File: src/rtl/fhe_pkg.sv
package fhe_pkg;

    typedef enum logic [1:0] {
        ST_IDLE     = 2'd0,
        ST_ARMED    = 2'd1,
        ST_CAPTURED = 2'd2
    } fhe_state_e;

    function automatic int addr_w(input int n);
        return (n > 1) ? $clog2(n) : 1;
    endfunction

endpackage

File: src/rtl/fhe_hit_select.sv
module fhe_hit_select #(
    parameter int NCH = 64
) (
    input  logic           peak_sel,
    input  logic [NCH-1:0] mask,
    input  logic [NCH-1:0] thr,
    input  logic [NCH-1:0] pk,
    output logic [NCH-1:0] req
);

    for (genvar g = 0; g < NCH; g++) begin : g_chan
        logic src;
        assign src    = peak_sel ? pk[g] : thr[g];
        assign req[g] = src & ~mask[g];
    end

endmodule

File: src/rtl/fhe_prio_enc.sv
module fhe_prio_enc #(
    parameter int NCH = 64,
    parameter int AW  = 6
) (
    input  logic [NCH-1:0] req,
    output logic           valid,
    output logic [AW-1:0]  idx
);

    always_comb begin
        valid = |req;
        idx   = '0;
        for (int i = NCH - 1; i >= 0; i--) begin
            if (req[i]) idx = AW'(i);
        end
    end

endmodule

File: src/rtl/fhe_ctrl.sv
module fhe_ctrl
    import fhe_pkg::*;
#(
    parameter int AW              = 6,
    parameter int SELF_RST_CYCLES = 40
) (
    input  logic          clk,
    input  logic          rst_n,
    input  logic          acq_mode,
    input  logic          fh_enable,
    input  logic          acq_rst,
    input  logic          self_rst_en,
    input  logic          hit_valid,
    input  logic [AW-1:0] hit_idx,
    output logic          flag,
    output logic [AW-1:0] addr
);

    localparam int CW = (SELF_RST_CYCLES > 1) ? $clog2(SELF_RST_CYCLES) : 1;
    localparam logic [CW-1:0] CNT_LAST = CW'(SELF_RST_CYCLES - 1);

    fhe_state_e     state_q, state_d;
    logic [CW-1:0]  cnt_q;
    logic [AW-1:0]  addr_q;
    logic           active;
    logic           expired;

    assign active  = acq_mode & fh_enable;
    assign expired = self_rst_en & (cnt_q == CNT_LAST);

    always_comb begin
        state_d = state_q;
        unique case (state_q)
            ST_IDLE: begin
                if (active) state_d = ST_ARMED;
            end
            ST_ARMED: begin
                if (!active)                   state_d = ST_IDLE;
                else if (!acq_rst && hit_valid) state_d = ST_CAPTURED;
            end
            ST_CAPTURED: begin
                if (!active)                 state_d = ST_IDLE;
                else if (acq_rst || expired) state_d = ST_ARMED;
            end
            default: state_d = ST_IDLE;
        endcase
    end

    always_ff @(posedge clk or negedge rst_n) begin
        if (!rst_n) state_q <= ST_IDLE;
        else        state_q <= state_d;
    end

    always_ff @(posedge clk or negedge rst_n) begin
        if (!rst_n) begin
            cnt_q  <= '0;
            addr_q <= '0;
        end else begin
            if (state_q != ST_CAPTURED)          cnt_q <= '0;
            else if (self_rst_en && !expired)    cnt_q <= cnt_q + 1'b1;

            if (state_d != ST_CAPTURED)          addr_q <= '0;
            else if (state_q == ST_ARMED)        addr_q <= hit_idx;
        end
    end

    assign flag = (state_q == ST_CAPTURED);
    assign addr = addr_q;

endmodule

File: src/rtl/first_hit_encoder.sv
module first_hit_encoder #(
    parameter int NCH             = 64,
    parameter int SELF_RST_CYCLES = 40,
    localparam int AW             = fhe_pkg::addr_w(NCH)
) (
    input  logic           clk,
    input  logic           rst_n,
    input  logic           acq_mode,
    input  logic           fh_enable,
    input  logic           acq_rst,
    input  logic           trig_at_peak,
    input  logic           self_rst_en,
    input  logic [NCH-1:0] chan_mask,
    input  logic [NCH-1:0] thr_strobe,
    input  logic [NCH-1:0] peak_strobe,
    output logic           event_flag,
    output logic [AW-1:0]  event_addr
);

    logic [NCH-1:0] req;
    logic           hit_valid;
    logic [AW-1:0]  hit_idx;

    fhe_hit_select #(.NCH(NCH)) u_sel (
        .peak_sel (trig_at_peak),
        .mask     (chan_mask),
        .thr      (thr_strobe),
        .pk       (peak_strobe),
        .req      (req)
    );

    fhe_prio_enc #(.NCH(NCH), .AW(AW)) u_enc (
        .req   (req),
        .valid (hit_valid),
        .idx   (hit_idx)
    );

    fhe_ctrl #(.AW(AW), .SELF_RST_CYCLES(SELF_RST_CYCLES)) u_ctrl (
        .clk         (clk),
        .rst_n       (rst_n),
        .acq_mode    (acq_mode),
        .fh_enable   (fh_enable),
        .acq_rst     (acq_rst),
        .self_rst_en (self_rst_en),
        .hit_valid   (hit_valid),
        .hit_idx     (hit_idx),
        .flag        (event_flag),
        .addr        (event_addr)
    );

endmodule

File: config.mk
export PLATFORM = sky130hd
export DESIGN_NAME = first_hit_encoder
export DESIGN_NICKNAME = d
export VERILOG_FILES = /design/src/rtl/fhe_pkg.sv /design/src/rtl/fhe_hit_select.sv /design/src/rtl/fhe_prio_enc.sv /design/src/rtl/fhe_ctrl.sv /design/src/rtl/first_hit_encoder.sv
export SDC_FILE = /design/constraint.sdc
export NUM_CORES = 1
export LEC_CHECK = 0
export BUFFER_PORTS_ARGS = -buffer_cell sky130_fd_sc_hd__buf_4
export CORE_MARGIN = 3
export CORE_UTILIZATION = 37
export DETAILED_ROUTE_END_ITERATION = 8
export PLACE_DENSITY_LB_ADDON = 0.1
export SLEW_MARGIN = 20
export SYNTH_ARGS = -nofsm -noshare
export SYNTH_HDL_FRONTEND = slang
export SYNTH_SLANG_ARGS = --single-unit
File: constraint.sdc
create_clock -name clk -period 1.8 [get_ports clk]
set_input_delay 0.36 -clock clk [delete_from_list [all_inputs] [get_ports clk]]
set_output_delay 0.36 -clock clk [all_outputs]
set_load 0.005 [all_outputs]
# After elaboration in Yosys (flattened, before gate mapping)
# Index checks and enable logic that the tools add are counted.
dict set report word_totals {
  register_bits 14
  elab_cells 286
}
dict set report op_classes {
  n_bitwise 130
  eq_ne 5
  n_addsub 1
  muxes 138
  reduce_logical 9
}
# op n
set ops {}
lappend ops {{$mux W6} 68}
lappend ops {{$and A1 B1 Y1} 66}
lappend ops {{$mux W1} 64}
lappend ops {{$not A1 Y1} 64}
lappend ops {{$reduce_or A64 Y1} 1}
lappend ops {{$mux W2} 5}
lappend ops {{$add A6 B1 Y6 const B} 1}
lappend ops {{$eq A6 B6 Y1 const B} 1}
lappend ops {{$pmux W2 S3} 1}
lappend ops {{$ne A2 B2 Y1 const B} 2}
lappend ops {{$reduce_bool A2 Y1} 2}
lappend ops {{$eq A2 B1 Y1 const B} 1}
lappend ops {{$eq A2 B2 Y1 const B} 1}
lappend ops {{$logic_and A1 B1 Y1} 2}
lappend ops {{$logic_not A1 Y1} 2}
lappend ops {{$logic_not A2 Y1} 1}
lappend ops {{$logic_or A1 B1 Y1} 1}

# Logic depth before layout (Yosys ltp)
dict set report depth {
  word_depth 68
  depth_mapped 11
  mapped_depth_nobuf 7
}

# Cells and area by module
# Synthesis repeated with hierarchy kept, for this count alone.
dict set report hier_totals {
  cells_unflattened 347
  hier_area_um2 2577.5
}
# mod instances area_each_um2 seq_area_each_um2 cells_per_inst
set modules_own_cells {}
lappend modules_own_cells {fhe_hit_select 1 982.2 0.0 135}
lappend modules_own_cells {fhe_prio_enc 1 887.1 0.0 145}
lappend modules_own_cells {fhe_ctrl 1 708.2 350.3 67}

# Worst setup path before layout
# Ideal clock, no wire load.
dict set report synth_timing {
  path_kind {in2reg}
  startpoint {input trig_at_peak}
  endpoint {register u_ctrl.addr_q[3], in the netlist u_ctrl.addr[3]}
  slack_ns -0.788
  path_buffers 1
  stages 8
  arrival_ns 2.466
  setup_ns 0.122
  cell_sequence {buf_6 > mux2_4 > o2bb2ai_1 > or4_1 > or4b_4 > o21bai_4 > inv_2 > a32o_1}
}
dict set report synth_via {
  elab_chain_cells 68
  word_cells_on_any_way 201
  cone_classes {eq/ne: 1; mux: 133; bitwise: 64; reduce/logical: 3}
}
# item line_no
set synth_lines {}
lappend synth_lines {{start: declaration} first_hit_encoder.sv:11} ;# input logic trig_at_peak,
lappend synth_lines {{$mux W1} fhe_hit_select.sv:13} ;# assign src = peak_sel ? pk[g] : thr[g];
lappend synth_lines {{$and A1 B1 Y1} fhe_hit_select.sv:14} ;# assign req[g] = src & ~mask[g];
lappend synth_lines {{$mux W6 (64 in series)} fhe_prio_enc.sv:14} ;# if (req[i]) idx = AW'(i);
lappend synth_lines {{$mux W6} fhe_ctrl.sv:63} ;# else if (state_q == ST_ARMED) addr_q <= hit_idx;
lappend synth_lines {{$mux W6} fhe_ctrl.sv:62} ;# if (state_d != ST_CAPTURED) addr_q <= '0;
lappend synth_lines {{end signal: assignment} fhe_ctrl.sv:63}
lappend synth_lines {{end: declaration} fhe_ctrl.sv:24} ;# logic [AW-1:0] addr_q;
# Several ways; a longest one is shown, not always the timed one. The select of a mux whose other input is x is not followed.
# A chain may end at the register's enable or synchronous reset.

# Worst setup path after layout
# Same ends and word-level chain as after synthesis.

==> metrics.txt <==
post-route ant nets 0; GP Congestion 0.864; number of stages on the worst setup path 9; period utilization 141%; switching share of power 32.8%; H-tree levels 1; min cycle time layout 2.53 ns; hpwl dp slightly above 10 mm; Hold WC Path Type input pin to flip-flop; post-layout net count 845; CP Class input pin to flip-flop; Most used DFF post-synth dfrtp_1; clock share of power 13.7%; Critical Path Start Type input pin; Syn Area/Cell 8.06 um2; share of layout cells above drive strength 1 59.7%; Worst EP arrival 2.66 ns; GRT Overall Usage 27.6%; cell leakage power 2.70 nW; busiest grt layer met2; first-pass GRT wire length ~19 mm; Cell Count, Final, Fillers Out 736; Synth Register Bits 14; largest net degree at the start of global routing 15; Post-synth ARST share between 90% and 100%; critical path fanouts, max 7; CP Buf/Inv Count 3; final WL 12.3 mm; drc violations 0; vias per cell 5.41; mapped cell area 2600 um2; cell family with most CP delay simple AND/OR/NAND/NOR gates; CTS tree built; Layout Skew 0.00506 ns; Cell Chain, Critical Path buf_12 -> buf_12 -> mux2i_4 -> o22ai_1 -> or4_4 -> or4b_4 -> o21bai_4 -> inv_2 -> a32o_1; Max-Slew Margin vs Limit 68.1%; P per Cell Area 344 nW/um2; Die Span Y 89.9 um; # IOs ~210; Comb pwr share about 69%; r2r worst-path depth 5; Hold Path Depth 3; sequential share of power 17.1%; initial antenna violation count 0; MaxCap Viol Count 0; Synth area leader mux2i_1; sequential area share after synthesis between 10% and 20%; met1 GRT Util 28.0%; grt total ovfl 0; hold slack about 0.45 ns; GR Util met3 4.51%; Clk Latency, worst-skew pair about 0.25 ns; drt wl/cell 16.7 um; vias in the first global route between 4000 and 5000; first drt pass iteration count 4; total CTS buffers 3; Crit path top cell by count buf_12; Max stage delay on crit path 0.58 ns; final worst setup slack -0.733 ns; antenna cell count 0; violated checks setup timing; placed cells 723; most frequent cell after synthesis mux2i_1; CTS sink count 14; Internal ~1.3 mW; Die W 89.9 um; Critical Path RT 1.93 ns; status finished, violations left; initial DRC count 113; Fmax 0.395 GHz; Setup-failing EPs final 8; Mapped Cells 323; CTS root buffer clkbuf_8; Starting Density roughly two fifths; area grow syn2layout 108%; Yosys top cell area share approximately a fifth; RSZ-0062 raised after global routing yes; Pins Over Slew Limit 0; Final Hold Viols 0; Ys Warns 0; core footprint 6570 um2; endpoint class of the critical path flip-flop; number of synthesized flops with an enable pin 0; post-synth net total between 500 and 600; Port Buffers 205; total net switching power 0.612 mW; DIE AREA 8080 um2; Longest Clk Path Bufs 2; Post-synth top cells mux2i_1 (52), nor2_1 (42), o22ai_1 (27); worst slew pin tran ~0.47 ns; Slowest cell on crit path or4b_4; top cells by area, synth mux2i_1 (20%), dfrtp_1 (13%), o22ai_1 (6.5%); Worst VDD drop 0.208 mV; Worst-path clk slew 0.06 ns; Place WS -1.04 ns; GRT met2 Usage 55.4%; via count 3979; row cnt 29; Synth cell types 67
[worst register-to-register path, stage by stage, from the launching register on]
cell	delay, ns
dfrtp_1	0.36
nor2b_1	0.18
or3b_2	0.49
o21bai_4	0.22
o41a_1	0.42
a31oi_1	0.14
[power by group through the flow]
stage | clock [mW] | combinational, mW | sequential [mW]
detailed placement | 0 | 1.17 | 0.325
finish | 0.255 | 1.29 | 0.319
global placement | 0 | 1.14 | 0.325
CTS | 0.258 | 1.22 | 0.319
global route | 0.273 | 1.39 | 0.319
floorplan | 0 | 0.475 | 0.325
[cells in the final DEF, fill, tap and decap left out, types with 10 or more instances in the layout]
| cell | n |
|---|---|
| mux2i_1 | 38 |
| o22ai_1 | 23 |
| or2_2 | 10 |
| inv_1 | 18 |
| nor2_1 | 42 |
| dfrtp_1 | 14 |
| buf_4 | 316 |
| o211ai_1 | 10 |
| nand2_1 | 16 |
| a21oi_1 | 11 |
[final timing paths]
path                                    from                 to  slack [ns]
setup / recovery                trig_at_peak     u_ctrl.addr[3]       -0.73
hold / removal                       acq_rst  u_ctrl.state_q[0]        0.45
setup reg to reg           u_ctrl.state_q[0]     u_ctrl.addr[2]       -0.10
hold reg to reg               u_ctrl.addr[0]     u_ctrl.addr[0]        0.50
max in group asynchronous              rst_n     u_ctrl.addr[1]        1.12
min in group asynchronous              rst_n    u_ctrl.cnt_q[2]        0.51
[registers in the layout (all words and copies together) (netlist names)]
name,flops
u_ctrl.addr,6
u_ctrl.cnt_q,6
u_ctrl.state_q,2
[metrics by stage]
stage          util (%)  instance area, um2  TNS (ns)  power (mW)
3_5_place_dp       77.7                5100     -7.44        1.50
4_1_cts            80.1                5260     -4.89        1.79
3_3_place_gp       77.7                5100     -6.90        1.47
6_report           82.5                5420     -5.28        1.86
2_1_floorplan         -                2680     -4.95       0.799
5_1_grt            82.5                5420     -5.78        1.98
[what timing repair did]
| item | CTS | global route |
|---|---|---|
| resized for setup | 10 | 24 |
| setup buffers | 5 | 3 |
| hold buffers | 1 | 0 |
| setup endpoints to repair | 8 | 8 |
| cloned | 1 | 0 |
| hold endpoints to repair | 14 | 0 |
| pin swaps | 5 | 6 |
[kinds of logic (layout without fill, tap and decap cells)]
family	Yosys count	count (layout)	synth area share, %
compound gates	108	108	31.4
xor+xnor	5	5	1.68
fa+ha+maj	1	1	0.480
buf+inv	26	346	5.96
flops	14	14	13.5
mux	65	65	25.9
simple gates	104	104	21.1
[per-layer routing]
layer,part of all wire (%),routed length (um),vias to the layer above
met3,6.4,786,35
li1,-,-,1927
met1,35,4340,1840
met2,55,6740,177
met4,3.2,389,0
met5,0,0,-
[layout make-up]
type	count	area, um2
inverter	19	71.3
timing repair buffer	324	2520
sequential	14	350
tap	93	116
multi-input combinational	283	2310
clock buffer	3	41.3
fill	437	1150
Note: power is estimated with default switching activity, not from simulation.
